<file path="src/rtl/rx16_pkg.sv">
package rx16_pkg;
  typedef enum logic [2:0] {
    CLS_ARITH,
    CLS_CMP,
    CLS_BR,
    CLS_ADDSH,
    CLS_SPEC
  } cls_e;

  localparam logic [2:0] SP_COPY = 3'd1;
  localparam logic [2:0] SP_X16  = 3'd4;
  localparam logic [2:0] SP_X8   = 3'd5;
  localparam logic [2:0] SP_FLD  = 3'd6;
  localparam logic [2:0] SP_BAD  = 3'd7;
endpackage

</file>
<file path="src/rtl/rx16_decode.sv">
module rx16_decode
  import rx16_pkg::*;
(
  input  logic [15:0] instr_i,
  output cls_e        cls_o,
  output logic [3:0]  rd_o,
  output logic [3:0]  ra_idx_o,
  output logic [3:0]  rb_idx_o,
  output logic        wr_o,
  output logic        illegal_o
);
  logic [2:0] op;
  assign op       = instr_i[2:0];
  assign rd_o     = instr_i[11:8];
  assign rb_idx_o = instr_i[3:0];

  always_comb begin
    casez (instr_i[15:12])
      4'b0???: cls_o = CLS_ARITH;
      4'b10??: cls_o = CLS_CMP;
      4'b110?: cls_o = CLS_BR;
      4'b1110: cls_o = CLS_ADDSH;
      default: cls_o = CLS_SPEC;
    endcase
  end

  always_comb begin
    ra_idx_o  = instr_i[7:4];
    wr_o      = 1'b0;
    illegal_o = 1'b0;
    unique case (cls_o)
      CLS_ARITH: begin
        wr_o = 1'b1;
        if (instr_i[14:12] == 3'd7) ra_idx_o = rd_o;
      end
      CLS_CMP: begin
        wr_o      = !instr_i[13];
        illegal_o = instr_i[13];
      end
      CLS_BR: ;
      CLS_ADDSH: begin
        wr_o     = 1'b1;
        ra_idx_o = rd_o ^ {instr_i[7], 3'b000};
      end
      CLS_SPEC: begin
        wr_o      = (op == SP_COPY) || (op == SP_X16) || (op == SP_X8) || (op == SP_FLD);
        illegal_o = (op == SP_BAD);
        if (op == SP_FLD) ra_idx_o = rd_o ^ {instr_i[3], 3'b000};
      end
      default: ;
    endcase
  end
endmodule

</file>
<file path="src/rtl/rx16_alu.sv">
module rx16_alu
  import rx16_pkg::*;
#(
  parameter int DATA_W = 32
) (
  input  cls_e              cls_i,
  input  logic [15:0]       instr_i,
  input  logic [DATA_W-1:0] a_i,
  input  logic [DATA_W-1:0] b_i,
  output logic [DATA_W-1:0] res_o
);
  localparam int SH_W = $clog2(DATA_W);
  localparam logic [DATA_W-1:0] SH_LIM = DATA_W'(DATA_W);

  logic [DATA_W-1:0] arith_r, cmp_r, imm_r, simm_x;
  logic [5:0]        mag;
  logic              lt;
  logic              unused_alu;

  assign unused_alu = ^{instr_i[15], instr_i[11:8]};
  assign simm_x     = {{(DATA_W-6){instr_i[5]}}, instr_i[5:0]};
  assign mag        = ~instr_i[5:0] + 6'd1;

  always_comb begin
    unique case (instr_i[14:12])
      3'd0: arith_r = a_i + b_i;
      3'd1: arith_r = a_i - b_i;
      3'd2: arith_r = a_i & b_i;
      3'd3: arith_r = a_i | b_i;
      3'd4: arith_r = a_i ^ b_i;
      3'd5: arith_r = (b_i >= SH_LIM) ? '0 : (a_i << b_i[SH_W-1:0]);
      3'd6: arith_r = {{(DATA_W-8){1'b0}}, instr_i[7:0]};
      default: arith_r = {a_i[DATA_W-9:0], instr_i[7:0]};
    endcase
  end

  assign lt    = instr_i[12] ? ($signed(a_i) < $signed(b_i)) : (a_i < b_i);
  assign cmp_r = {{(DATA_W-1){1'b0}}, lt};

  always_comb begin
    if (!instr_i[6])     imm_r = a_i + simm_x;
    else if (instr_i[5]) imm_r = a_i >> mag;
    else                 imm_r = a_i << instr_i[4:0];
  end

  always_comb begin
    unique case (cls_i)
      CLS_ARITH: res_o = arith_r;
      CLS_CMP:   res_o = cmp_r;
      CLS_ADDSH: res_o = imm_r;
      default:   res_o = '0;
    endcase
  end
endmodule

</file>
<file path="src/rtl/rx16_special.sv">
module rx16_special
  import rx16_pkg::*;
#(
  parameter int DATA_W = 32
) (
  input  logic [15:0]       instr_i,
  input  logic [DATA_W-1:0] a_i,
  input  logic [DATA_W-1:0] b_i,
  output logic [DATA_W-1:0] res_o
);
  logic [DATA_W-1:0] ext, fld;
  logic [2:0]        op;
  logic              unused_sp;

  assign unused_sp = ^{instr_i[15:8], instr_i[4:3]};
  assign op  = instr_i[2:0];
  assign ext = b_i >> {a_i[1:0], 3'b000};
  assign fld = a_i >> {instr_i[7:6], 3'b000};

  always_comb begin
    unique case (op)
      SP_COPY: res_o = a_i;
      SP_X16:  res_o = {{(DATA_W-16){1'b0}}, ext[15:0]};
      SP_X8:   res_o = {{(DATA_W-8){1'b0}}, ext[7:0]};
      SP_FLD: begin
        if (instr_i[5])
          res_o = {{(DATA_W-16){instr_i[6] & fld[15]}}, fld[15:0]};
        else
          res_o = {{(DATA_W-8){instr_i[6] & fld[7]}}, fld[7:0]};
      end
      default: res_o = '0;
    endcase
  end
endmodule

</file>
<file path="src/rtl/rx16_branch.sv">
module rx16_branch #(
  parameter int DATA_W = 32,
  parameter int PC_W   = 16
) (
  input  logic [15:0]       instr_i,
  input  logic [PC_W-1:0]   pc_i,
  input  logic [DATA_W-1:0] b_i,
  output logic              taken_o,
  output logic [PC_W-1:0]   target_o
);
  logic unused_br;
  assign unused_br = ^{instr_i[15:13], instr_i[3:0]};

  assign taken_o  = ((|b_i) == instr_i[12]);
  assign target_o = pc_i + {{(PC_W-8){instr_i[11]}}, instr_i[11:4]};
endmodule

</file>
<file path="src/rtl/rx16_exec.sv">
module rx16_exec
  import rx16_pkg::*;
#(
  parameter int DATA_W = 32,
  parameter int PC_W   = 16
) (
  input  logic              clk_i,
  input  logic              rst_ni,
  input  logic              valid_i,
  input  logic [15:0]       instr_i,
  input  logic [PC_W-1:0]   pc_i,
  output logic [3:0]        ra_idx_o,
  input  logic [DATA_W-1:0] ra_data_i,
  output logic [3:0]        rb_idx_o,
  input  logic [DATA_W-1:0] rb_data_i,
  input  logic              ld_pend_i,
  input  logic [3:0]        ld_dst_i,
  output logic              wb_en_o,
  output logic [3:0]        wb_dst_o,
  output logic [DATA_W-1:0] wb_data_o,
  output logic              br_taken_o,
  output logic [PC_W-1:0]   br_target_o,
  output logic              illegal_o,
  output logic              ld_drop_o
);
  cls_e              cls;
  logic [3:0]        rd;
  logic              wr, ill, taken;
  logic [DATA_W-1:0] alu_res, sp_res, res;
  logic [PC_W-1:0]   target;

  rx16_decode u_dec (
    .instr_i  (instr_i),
    .cls_o    (cls),
    .rd_o     (rd),
    .ra_idx_o (ra_idx_o),
    .rb_idx_o (rb_idx_o),
    .wr_o     (wr),
    .illegal_o(ill)
  );

  rx16_alu #(.DATA_W(DATA_W)) u_alu (
    .cls_i  (cls),
    .instr_i(instr_i),
    .a_i    (ra_data_i),
    .b_i    (rb_data_i),
    .res_o  (alu_res)
  );

  rx16_special #(.DATA_W(DATA_W)) u_sp (
    .instr_i(instr_i),
    .a_i    (ra_data_i),
    .b_i    (rb_data_i),
    .res_o  (sp_res)
  );

  rx16_branch #(.DATA_W(DATA_W), .PC_W(PC_W)) u_br (
    .instr_i (instr_i),
    .pc_i    (pc_i),
    .b_i     (rb_data_i),
    .taken_o (taken),
    .target_o(target)
  );

  assign res = (cls == CLS_SPEC) ? sp_res : alu_res;

  always_ff @(posedge clk_i or negedge rst_ni) begin
    if (!rst_ni) begin
      wb_en_o     <= 1'b0;
      wb_dst_o    <= '0;
      wb_data_o   <= '0;
      br_taken_o  <= 1'b0;
      br_target_o <= '0;
      illegal_o   <= 1'b0;
      ld_drop_o   <= 1'b0;
    end else begin
      wb_en_o     <= valid_i & wr;
      wb_dst_o    <= rd;
      wb_data_o   <= res;
      br_taken_o  <= valid_i & (cls == CLS_BR) & taken;
      br_target_o <= target;
      illegal_o   <= valid_i & ill;
      // late load loses to a same-slot write of its register
      ld_drop_o   <= valid_i & wr & ld_pend_i & (rd == ld_dst_i);
    end
  end
endmodule

</file>
<file path="config.mk">
export PLATFORM = sky130hd
export DESIGN_NAME = rx16_exec
export DESIGN_NICKNAME = d
export VERILOG_FILES = /design/src/rtl/rx16_pkg.sv /design/src/rtl/rx16_decode.sv /design/src/rtl/rx16_alu.sv /design/src/rtl/rx16_special.sv /design/src/rtl/rx16_branch.sv /design/src/rtl/rx16_exec.sv
export SDC_FILE = /design/constraint.sdc
export NUM_CORES = 1
export LEC_CHECK = 0
export ABC_AREA = 0
export BUFFER_PORTS_ARGS = -buffer_cell sky130_fd_sc_hd__clkbuf_2
export CORE_ASPECT_RATIO = 1.5
export CORE_MARGIN = 2
export CORE_UTILIZATION = 35
export CTS_CLUSTER_DIAMETER = 40
export CTS_CLUSTER_SIZE = 24
export DETAILED_ROUTE_END_ITERATION = 10
export PLACE_DENSITY = 0.56
export SLEW_MARGIN = 20
export SYNTH_ARGS = -nofsm -noshare
export SYNTH_HDL_FRONTEND = slang
export SYNTH_HIERARCHICAL = 1
export SYNTH_SLANG_ARGS = --single-unit
export TNS_END_PERCENT = 20
</file>
<file path="constraint.sdc">
create_clock -name clk_i -period 1.3 [get_ports clk_i]
set_clock_uncertainty 0.05 [all_clocks]
set_input_delay 0.065 -clock clk_i [delete_from_list [all_inputs] [get_ports clk_i]]
set_output_delay 0.065 -clock clk_i [all_outputs]
set_load 0.01 [all_outputs]
</file>
=== After elaboration in Yosys (flattened, before gate mapping) ===
Cells that the tools add are included.

* Register bits after elaboration: 56
* Input port bits: 104
* Output and inout port bits: 64
* Word-level logic and storage cells: 79

* Bitwise gates (word level): 15
* Reductions and logical operators: 8
* Add/subtract/negate cells: 5
* Shifts and indexed selects: 5
* Equality and inequality tests: 21
* $lt $le $gt $ge: 3
* Multiplexer cells: 15

{| class="wikitable"
|+ Operators with widths
! operator !! number
|-
| one-hot mux 32 bit (7 select lines) || 1
|-
| two-way mux 32 bit || 5
|-
| one-hot mux 32 bit (4 select lines) || 1
|-
| one-hot mux 32 bit (3 select lines) || 1
|-
| adder 32 bit || 2
|-
| < comparator 32 bit || 2
|-
| << shifter 32 x 5 -> 32 bit || 2
|-
| >> shifter 32 x 5 -> 16 bit || 2
|-
| bitwise AND 32 bit || 1
|-
| greater-or-equal comparator 32 x 6 -> 1 bit, second input constant || 1
|-
| bitwise OR 32 bit || 1
|-
| OR reduction 32 bit || 1
|-
| >> shifter 32 x 6 -> 32 bit || 1
|-
| subtractor 32 bit || 1
|-
| XOR 32 bit || 1
|-
| == test 3 bit, second input constant || 10
|-
| adder 16 bit || 1
|-
| == test 3 x 2 -> 1 bit, second input constant || 4
|-
| one-hot mux 3 bit (4 select lines) || 1
|-
| one-hot mux 4 bit (3 select lines) || 1
|-
| == test 3 x 1 -> 1 bit, second input constant || 3
|-
| bitwise AND 1 bit || 8
|-
| two-way mux 4 bit || 2
|-
| XOR 4 bit || 2
|-
| other kinds (14) || 17
|}

=== Logic depth before layout (Yosys ltp) ===
Gate-level depths: netlist (run 1).

* Depth in word-level cells: 8
* Depth in mapped cells: 18
* Mapped depth without buffers: 14

=== Hierarchy ===
The synthesis (run 1) kept the hierarchy.

{| class="wikitable"
|+ By module, submodules not included
! module !! cells an instance !! area each (sq um) !! instances !! sequential area each (sq um)
|-
| rx16_alu || 1934 || 12807.3 || 1 || 0.0
|-
| rx16_exec || 102 || 1888.1 || 1 || 1401.3
|-
| rx16_special || 179 || 1249.9 || 1 || 0.0
|-
| rx16_branch || 110 || 822.0 || 1 || 0.0
|-
| rx16_decode || 60 || 407.9 || 1 || 0.0
|}

=== Least setup slack after synthesis (run 1) ===
OpenSTA, ideal clock, no wires.

* Path kind: input -> register
* From: input rb_data_i[2]
* To: register wb_data_o[24]
* Stages on the path: 17
* Arrival: 3.542 ns
* Library setup time: 0.125 ns
* Path slack: -2.417 ns
* Data required time: 1.125 ns
* Buffers on the path: 4
* Path through: clkbuf_1 > inv_1 > buf_1 > buf_1 > ha_1 > buf_2 > a21oi_1 > nor2_1 > or4b_1 > nand2_2 > o31ai_2 > a41oi_1 > nor3_1 > a2111oi_0 > and3_1 > o21ai_1 > mux2_2

* Word-level cells in the longest chain between the ends: 5
* Elaborated cells between the ends (all ways): 8
* Classes of those cells: 2 x add/sub; 1 x order compare; 1 x shift; 4 x mux

{| class="wikitable"
|+ RTL lines
! element !! line !! source
|-
| from (decl) || rx16_exec.sv:15 || <nowiki>input logic [DATA_W-1:0] rb_data_i,</nowiki>
|-
| greater-or-equal comparator 32 x 6 -> 1 bit or << shifter 32 x 5 -> 32 bit (tied branches) || rx16_alu.sv:31 || <nowiki>3'd5: arith_r = (b_i >= SH_LIM) ? '0 : (a_i << b_i[SH_W-1:0]);</nowiki>
|-
| two-way mux 32 bit || rx16_alu.sv:31 ||
|-
| one-hot mux 32 bit (7 select lines) (*) || rx16_alu.sv:25 || <nowiki>unique case (instr_i[14:12])</nowiki>
|-
| one-hot mux 32 bit (3 select lines) (*) || rx16_alu.sv:47 || <nowiki>unique case (cls_i)</nowiki>
|-
| named net alu_res[24] || rx16_exec.sv:29 || <nowiki>logic [DATA_W-1:0] alu_res, sp_res, res;</nowiki>
|-
| two-way mux 32 bit (*) || rx16_exec.sv:65 || <nowiki>assign res = (cls == CLS_SPEC) ? sp_res : alu_res;</nowiki>
|-
| named net res[24] || rx16_exec.sv:29 ||
|-
| to (signal assigned) || rx16_exec.sv:79 || <nowiki>wb_data_o <= res;</nowiki>
|-
| to (decl) || rx16_exec.sv:20 || <nowiki>output logic [DATA_W-1:0] wb_data_o,</nowiki>
|}

Mark *: on every way through the listed nets, which the timed path passes. The rest lies on a longest branch.

=== Worst setup path after layout (run 1) ===
* From: input ra_data_i[0]
* To: register wb_data_o[0]

* Word-level cells in the longest chain between the ends: 5
* Elaborated cells between the ends (all ways): 22
* Classes of those cells: 3 x add/sub; 2 x order compare; 5 x shift; 9 x mux; 3 x bitwise

{| class="wikitable"
|+ RTL lines
! element !! line !! source
|-
| from (decl) || rx16_exec.sv:13 || <nowiki>input logic [DATA_W-1:0] ra_data_i,</nowiki>
|-
| branches (longest 3 deep; another with subtractor 32 bit) || - ||
|-
| one-hot mux 32 bit (3 select lines) (*) || rx16_alu.sv:47 ||
|-
| named net alu_res[0] || rx16_exec.sv:29 ||
|-
| two-way mux 32 bit (*) || rx16_exec.sv:65 ||
|-
| named net res[0] || rx16_exec.sv:29 ||
|}

Mark *: on every way through the listed nets, which the timed path passes.

==> run_results.csv, run 1 <==
group,metric,value,unit
run_status,status,"finished with violations",
run_status,violations,"negative setup slack",
timing,fin_hold_ws,9.824,ps
routing,ant_nets,0,
routing,drtPass1Iterations,6,
synthesis,synth-seq-cells,56,
cts,htree_levels,2,
synthesis,synth_area,17180,um^2
floorplan,die_x,184.9,um
place,gp_congestion,1.086,
critical_path,required,1480,ps
routing,drc,0,
synthesis,syn_inst,2385,
power,ir_worst_vdd,0.5858,mV
critical_path,worstPathArrival,3270,ps
timing,maxSlewHeadroom,52.54,%
synthesis,ys.warnings.count,6,
timing,rsz0062_at_grt,"true",
synthesis,syn_avg_cell_area,7.201,um^2
place,placed_cells,3894,
grt,grt_pass1_wl,156.6,mm
power,powerDensity,636.0,nW/um^2
floorplan,die_area,50900,um^2
finish,fillCellCount,4738,
flow_run,drv.max_cap_violation_count,0,
synthesis,ys_seq_area_share,8.159,%
floorplan,die_h,275.3,um
routing,wire_per_inst,28.14,um
floorplan,io_pins,168,
timing,period_needed,3088,ps
routing,drtIter0Drc,2229,
routing,vias_per_cell,6.070,
timing,hold_viol,0,
finish,multiInputGateArea,15960,um^2
floorplan,placeableCoreArea,48560,um^2
grt,grt_max_degree,57,
timing,drv_slew,0,
cts,cts_max_path_buffers,2,
floorplan,start_util,35.37,%
cts,cts.clk_slew.worst_paths,110,ps
critical_path,crit_chain,"clkbuf_16, inv_6, ha_4, fa_2, o21bai_4, a21oi_2, or3_4, a31oi_4, nor3_4, o311a_4, o21ai_4, a2111oi_4, o31ai_4, a31oi_2, mux2_4",
timing,finalCritPeriodShare,237.5,%
critical_path,crit_path_max_fanout,3,
grt,first_global_vias,24030,
cts,cts_sinks,56,
finish,area_growth_syn_to_layout,59.10,%
cts,clockRootBuffer,"clkbuf_16",
min_path,hp-class,"primary input to flop",
critical_path,cp-end-kind,"flop",
finish,ff_latch_area,1401,um^2
finish,drive_gt1_share,44.53,%
synthesis,synth_edf_count,0,
finish,fin_cells,3947,
finish,mostFrequentLayoutCells,"859 x buf_4, 226 x nand2_1, 224 x a21oi_1, 195 x nor2_1, 142 x clkbuf_2",
routing,routed_wl,111.1,mm
critical_path,crit_family,"compound AO/OA/AOI/OAI gates",
place,hpwl,91.85,mm
critical_path,crit_buf_inv,2,
grt,antenna_found_initial,3,
critical_path,start_kind,"primary input",
timing,setup_tns,-52450,ps
power,p_leak,12.90,nW
critical_path,crit_slowest_cell,"o31ai_4",
synthesis,syn_nets,2643,
synthesis,netlist-cell-type-count,108,
grt,gr-total-overflow,0,
critical_path,slowest_delay,400,ps
finish,nNetsFinal,3547,
cts,cts_tree,"built",
place,place_ws,-2585,ps
timing,fmax,0.3238,GHz
critical_path,crit_type,"primary input to flop",
synthesis,synth_top_flop_cell,"dfrtp_1",
grt,track_usage,42.19,%
cts,cts_buffers,5,
synthesis,synth-async-reset-ratio,100.0,%
finish,layout_commonest_cell,"buf_4",
timing,worst_pin_slew,711.9,ps
timing,timing.final.ws_setup,-1788,ps
floorplan,rows,99,
routing,vias,23960,
place,port_buffers,167,
timing,finalSetupViolations,48,
[cell type report]
class                           count  area share (%)
Sequential cell                    56           5.128
Clock inverter                      3         0.09158
Inverter                          120           1.758
Tap cell                          656           3.004
Clock buffer                        5          0.4579
Multi-Input combinational cell   2016           58.42
Timing Repair Buffer             1090           31.13
Antenna cell                        1        0.009158
[final timing paths]
path / start / end / slack [ps] / cells after the start
max in group asynchronous: rst_ni / wb_data_o[29]$_DFF_PN0_ / 660 / 3
min in group asynchronous: rst_ni / wb_data_o[17]$_DFF_PN0_ / 200 / 3
worst min-delay path: pc_i[1] / br_target_o[1]$_DFF_PN0_ / 10 / 2
worst max-delay path: ra_data_i[0] / wb_data_o[0]$_DFF_PN0_ / -1790 / 15
[per-layer routing]
| metal | share of wire [%] | vias up | track usage, % |
|---|---|---|---|
| met1 | 35 | 11600 | 45.33 |
| met3 | 6.8 | 421 | 5.911 |
| met2 | 48 | 1243 | 72.93 |
| met5 | 0.014 | - | 0 |
| li1 | - | 10690 | - |
| met4 | 10 | 4 | 35.65 |
[what timing repair did]
action | CTS | global route
endpoints found under the setup margin | 51 | 49
endpoints found under the hold margin | 64 | 0
cloned | 0 | 1
gates resized for setup | 153 | 276
hold buffers | 11 | 0
setup buffers | 7 | 26
pin swaps | 44 | 66
[kinds of logic after synthesis]
logic type | after synthesis | synth area share [%]
AO/OA/AOI/OAI | 879 | 33.82
AND/OR/NAND/NOR | 716 | 19.94
buffers and inverters | 313 | 7.802
multiplexers | 202 | 15.58
adder cells (fa/ha/maj) | 154 | 11.39
XOR/XNOR | 65 | 3.315
flip-flops | 56 | 8.159
[cells in the mapped netlist, types with 46 or more instances]
| master | count | area share (%) |
|---|---|---|
| nor2_1 | 202 | 4.4 |
| xnor2_1 | 46 | 2.3 |
| nor3_1 | 47 | 1.4 |
| clkbuf_1 | 107 | 2.3 |
| a21o_1 | 70 | 3.1 |
| nand3_1 | 49 | 1.4 |
| nand2_1 | 226 | 4.9 |
| o21ai_0 | 160 | 4.7 |
| mux2_2 | 50 | 3.3 |
| ha_1 | 150 | 11 |
| mux4_2 | 47 | 6.2 |
| dfrtp_1 | 56 | 8.2 |
| a21oi_1 | 265 | 7.7 |
| inv_1 | 116 | 2.5 |
| mux2i_1 | 103 | 6.0 |
[state kept, by name (all words and copies together), names as in the netlist]
| name | flops |
|---|---|
| wb_data_o | 32 |
| br_target_o | 16 |
| wb_dst_o | 4 |
| br_taken_o | 1 |
| illegal_o | 1 |
| ld_drop_o | 1 |
| wb_en_o | 1 |
[stage by stage]
step           utilization (%)  instance area [um^2]  power [W]
2_1_floorplan                -                 17430   0.007781
3_3_place_gp             51.59                 25050    0.01419
4_1_cts                  53.58                 26020    0.01632
5_1_grt                  56.27                 27320    0.01810
6_report                 56.27                 27330    0.01738
3_5_place_dp             51.59                 25050    0.01424
[power by group]
| group | internal, W | switching [W] | leakage [nW] |
|---|---|---|---|
| combinational | 0.00621 | 0.00742 | 12.1 |
| clock | 0.000737 | 0.000851 | 0.0708 |
| sequential | 0.00198 | 0.000184 | 0.702 |
| total | 0.00892 | 0.00846 | 12.9 |
(Power assumes the default switching activity.)
==> run 2, diff against run 1 <==
CELL_PAD_IN_SITES_DETAIL_PLACEMENT = 0   (was unset)
CELL_PAD_IN_SITES_GLOBAL_PLACEMENT = 2   (was unset)
PLACE_DENSITY = 0.86   (was 0.56)
==> run_results.csv, run 2 (synthesis results as in run 1) <==
group,metric,value,unit
floorplan,placeableCoreArea,48560,um^2
critical_path,required,1480,ps
floorplan,io_pins,168,
critical_path,crit_chain,"buf_4, inv_1, ha_1, buf_4, inv_1, a21oi_2, or3_4, a31oi_1, buf_4, nand3b_1, a21oi_4, or3_4, a211o_1, nand3b_1, o211ai_1, mux2_2",
finish,ff_latch_area,1404,um^2
cts,cts_tree,"built",
place,port_buffers,167,
cts,clockRootBuffer,"clkbuf_16",
routing,wl_met2,50.85,mm
place,hpwl,86.57,mm
run_status,status,"finished with violations",
routing,dr_wl_met3,11.57,mm
critical_path,crit_buf_inv,5,
routing,ant_nets,0,
critical_path,slowest_delay,380,ps
finish,mostFrequentLayoutCells,"852 x buf_4, 226 x nand2_1, 218 x a21oi_1, 195 x nor2_1, 132 x clkbuf_2",
routing,m1WireLength,36.10,mm
critical_path,crit_slowest_cell,"or3_4",
finish,area_growth_syn_to_layout,60.92,%
finish,top_register,"wb_data_o",
finish,drive_gt1_share,45.66,%
grt,grt_pass1_wl,158.8,mm
critical_path,cp_common_cell,"buf_4",
power,p_leak,13.00,nW
routing,vias,25260,
grt,track_usage,42.98,%
routing,drc,0,
timing,drv_slew,0,
floorplan,die_x,184.9,um
finish,multiInputGateArea,16150,um^2
critical_path,crit_path_max_fanout,5,
finish,layout_commonest_cell,"buf_4",
timing,period_needed,2969,ps
cts,cts_sinks,56,
grt,gr-total-overflow,0,
flow_run,drv.max_cap_violation_count,0,
grt,antenna_found_initial,4,
timing,fin_hold_ws,16.00,ps
routing,highest_layer,"met5",
cts,cts.clk_slew.worst_paths,90,ps
grt,grt_max_degree,37,
routing,drtPass1Iterations,8,
power,powerDensity,641.8,nW/um^2
grt,first_global_vias,24770,
floorplan,start_util,35.37,%
place,gp_congestion,1.186,
timing,finalSetupViolations,47,
run_status,violations,"negative setup slack",
cts,cts_buffers,5,
routing,vias_per_cell,6.388,
min_path,hold_start,"pc_i[15]",
finish,fillCellCount,4563,
finish,design_area,27640,um^2
floorplan,rows,99,
timing,hold_viol,0,
finish,nNetsFinal,3553,
timing,timing.final.ws_setup,-1669,ps
routing,wire_per_inst,28.65,um
critical_path,crit_family,"simple AND/OR/NAND/NOR gates",
critical_path,start_kind,"primary input",
critical_path,crit_start,"rb_data_i[3]",
critical_path,crit_type,"primary input to flop",
place,dpl_cell_area,24770,um^2
cts,cts_max_path_buffers,2,
min_path,hp-class,"primary input to flop",
cts,htree_levels,2,
critical_path,cp-end-kind,"flop",
critical_path,worstPathArrival,3150,ps
timing,maxSlewHeadroom,25.83,%
floorplan,die_h,275.3,um
finish,reg_top3,"wb_data_o: 32 flops, br_target_o: 16 flops, wb_dst_o: 4 flops",
routing,drtIter0Drc,3221,
routing,routed_wl,113.3,mm
power,ir_worst_vdd,0.5566,mV
timing,rsz0062_at_grt,"true",
finish,largest_reg_flops,32,
floorplan,die_area,50900,um^2
timing,finalCritPeriodShare,228.4,%
timing,fmax,0.3368,GHz
timing,worst_pin_slew,1107,ps
## run 2: path summary, 6_finish.rpt
path | endpoint | slack, ps | cells after the start
setup / recovery | wb_data_o[26]$_DFF_PN0_ | -1670 | 16
max in group asynchronous | wb_data_o[0]$_DFF_PN0_ | 500 | 3
hold / removal | br_target_o[15]$_DFF_PN0_ | 20 | 3
min in group asynchronous | br_target_o[9]$_DFF_PN0_ | 120 | 2
## run 2: through the flow
stage	total power, W	cells	setup slack [ps]	utilization [%]	TNS, ps
after global routing	0.01832	3953	-1751	56.91	-52930
after floorplan	0.007781	2385	-1681	-	-52120
after global placement	0.01371	3876	-2289	51.02	-78270
after detailed placement	0.01390	3876	-2340	51.02	-80760
after CTS	0.01631	3917	-1661	54.56	-49280
final	0.01774	3954	-1669	56.92	-50770
## run 2: layout make-up
| class | instances | area share (%) |
|---|---|---|
| clock inverters | 3 | 0.07696 |
| diodes | 2 | 0.01811 |
| inverters | 120 | 1.729 |
| repair buffers | 1096 | 31.23 |
| flip-flops and latches | 56 | 5.079 |
| multi-input cells | 2016 | 58.45 |
| clock buffers | 5 | 0.4527 |
| well taps | 656 | 2.970 |
## run 2: layer usage
metal / vias to the layer above / GRT usage, %
met5: - / 0
met4: 4 / 40.62
met1: 11780 / 43.84
met2: 1975 / 71.07
met3: 792 / 11.41
li1: 10710 / -
## run 2: repair_timing
action                     CTS  global route
gates cloned                 0             2
pin swaps                   75            79
setup endpoints to repair   52            50
hold buffers                 7             0
setup buffers               27            33
hold endpoints to repair    63             0
resized for setup          271           221
## run 2: power breakdown
part           internal [W]  total, W  leakage, nW  switching (W)
Clock              0.000728   0.00163       0.0702       0.000905
Sequential          0.00198   0.00220        0.699       0.000217
Combinational       0.00630    0.0139         12.2        0.00760
Total               0.00901    0.0177         13.0        0.00873
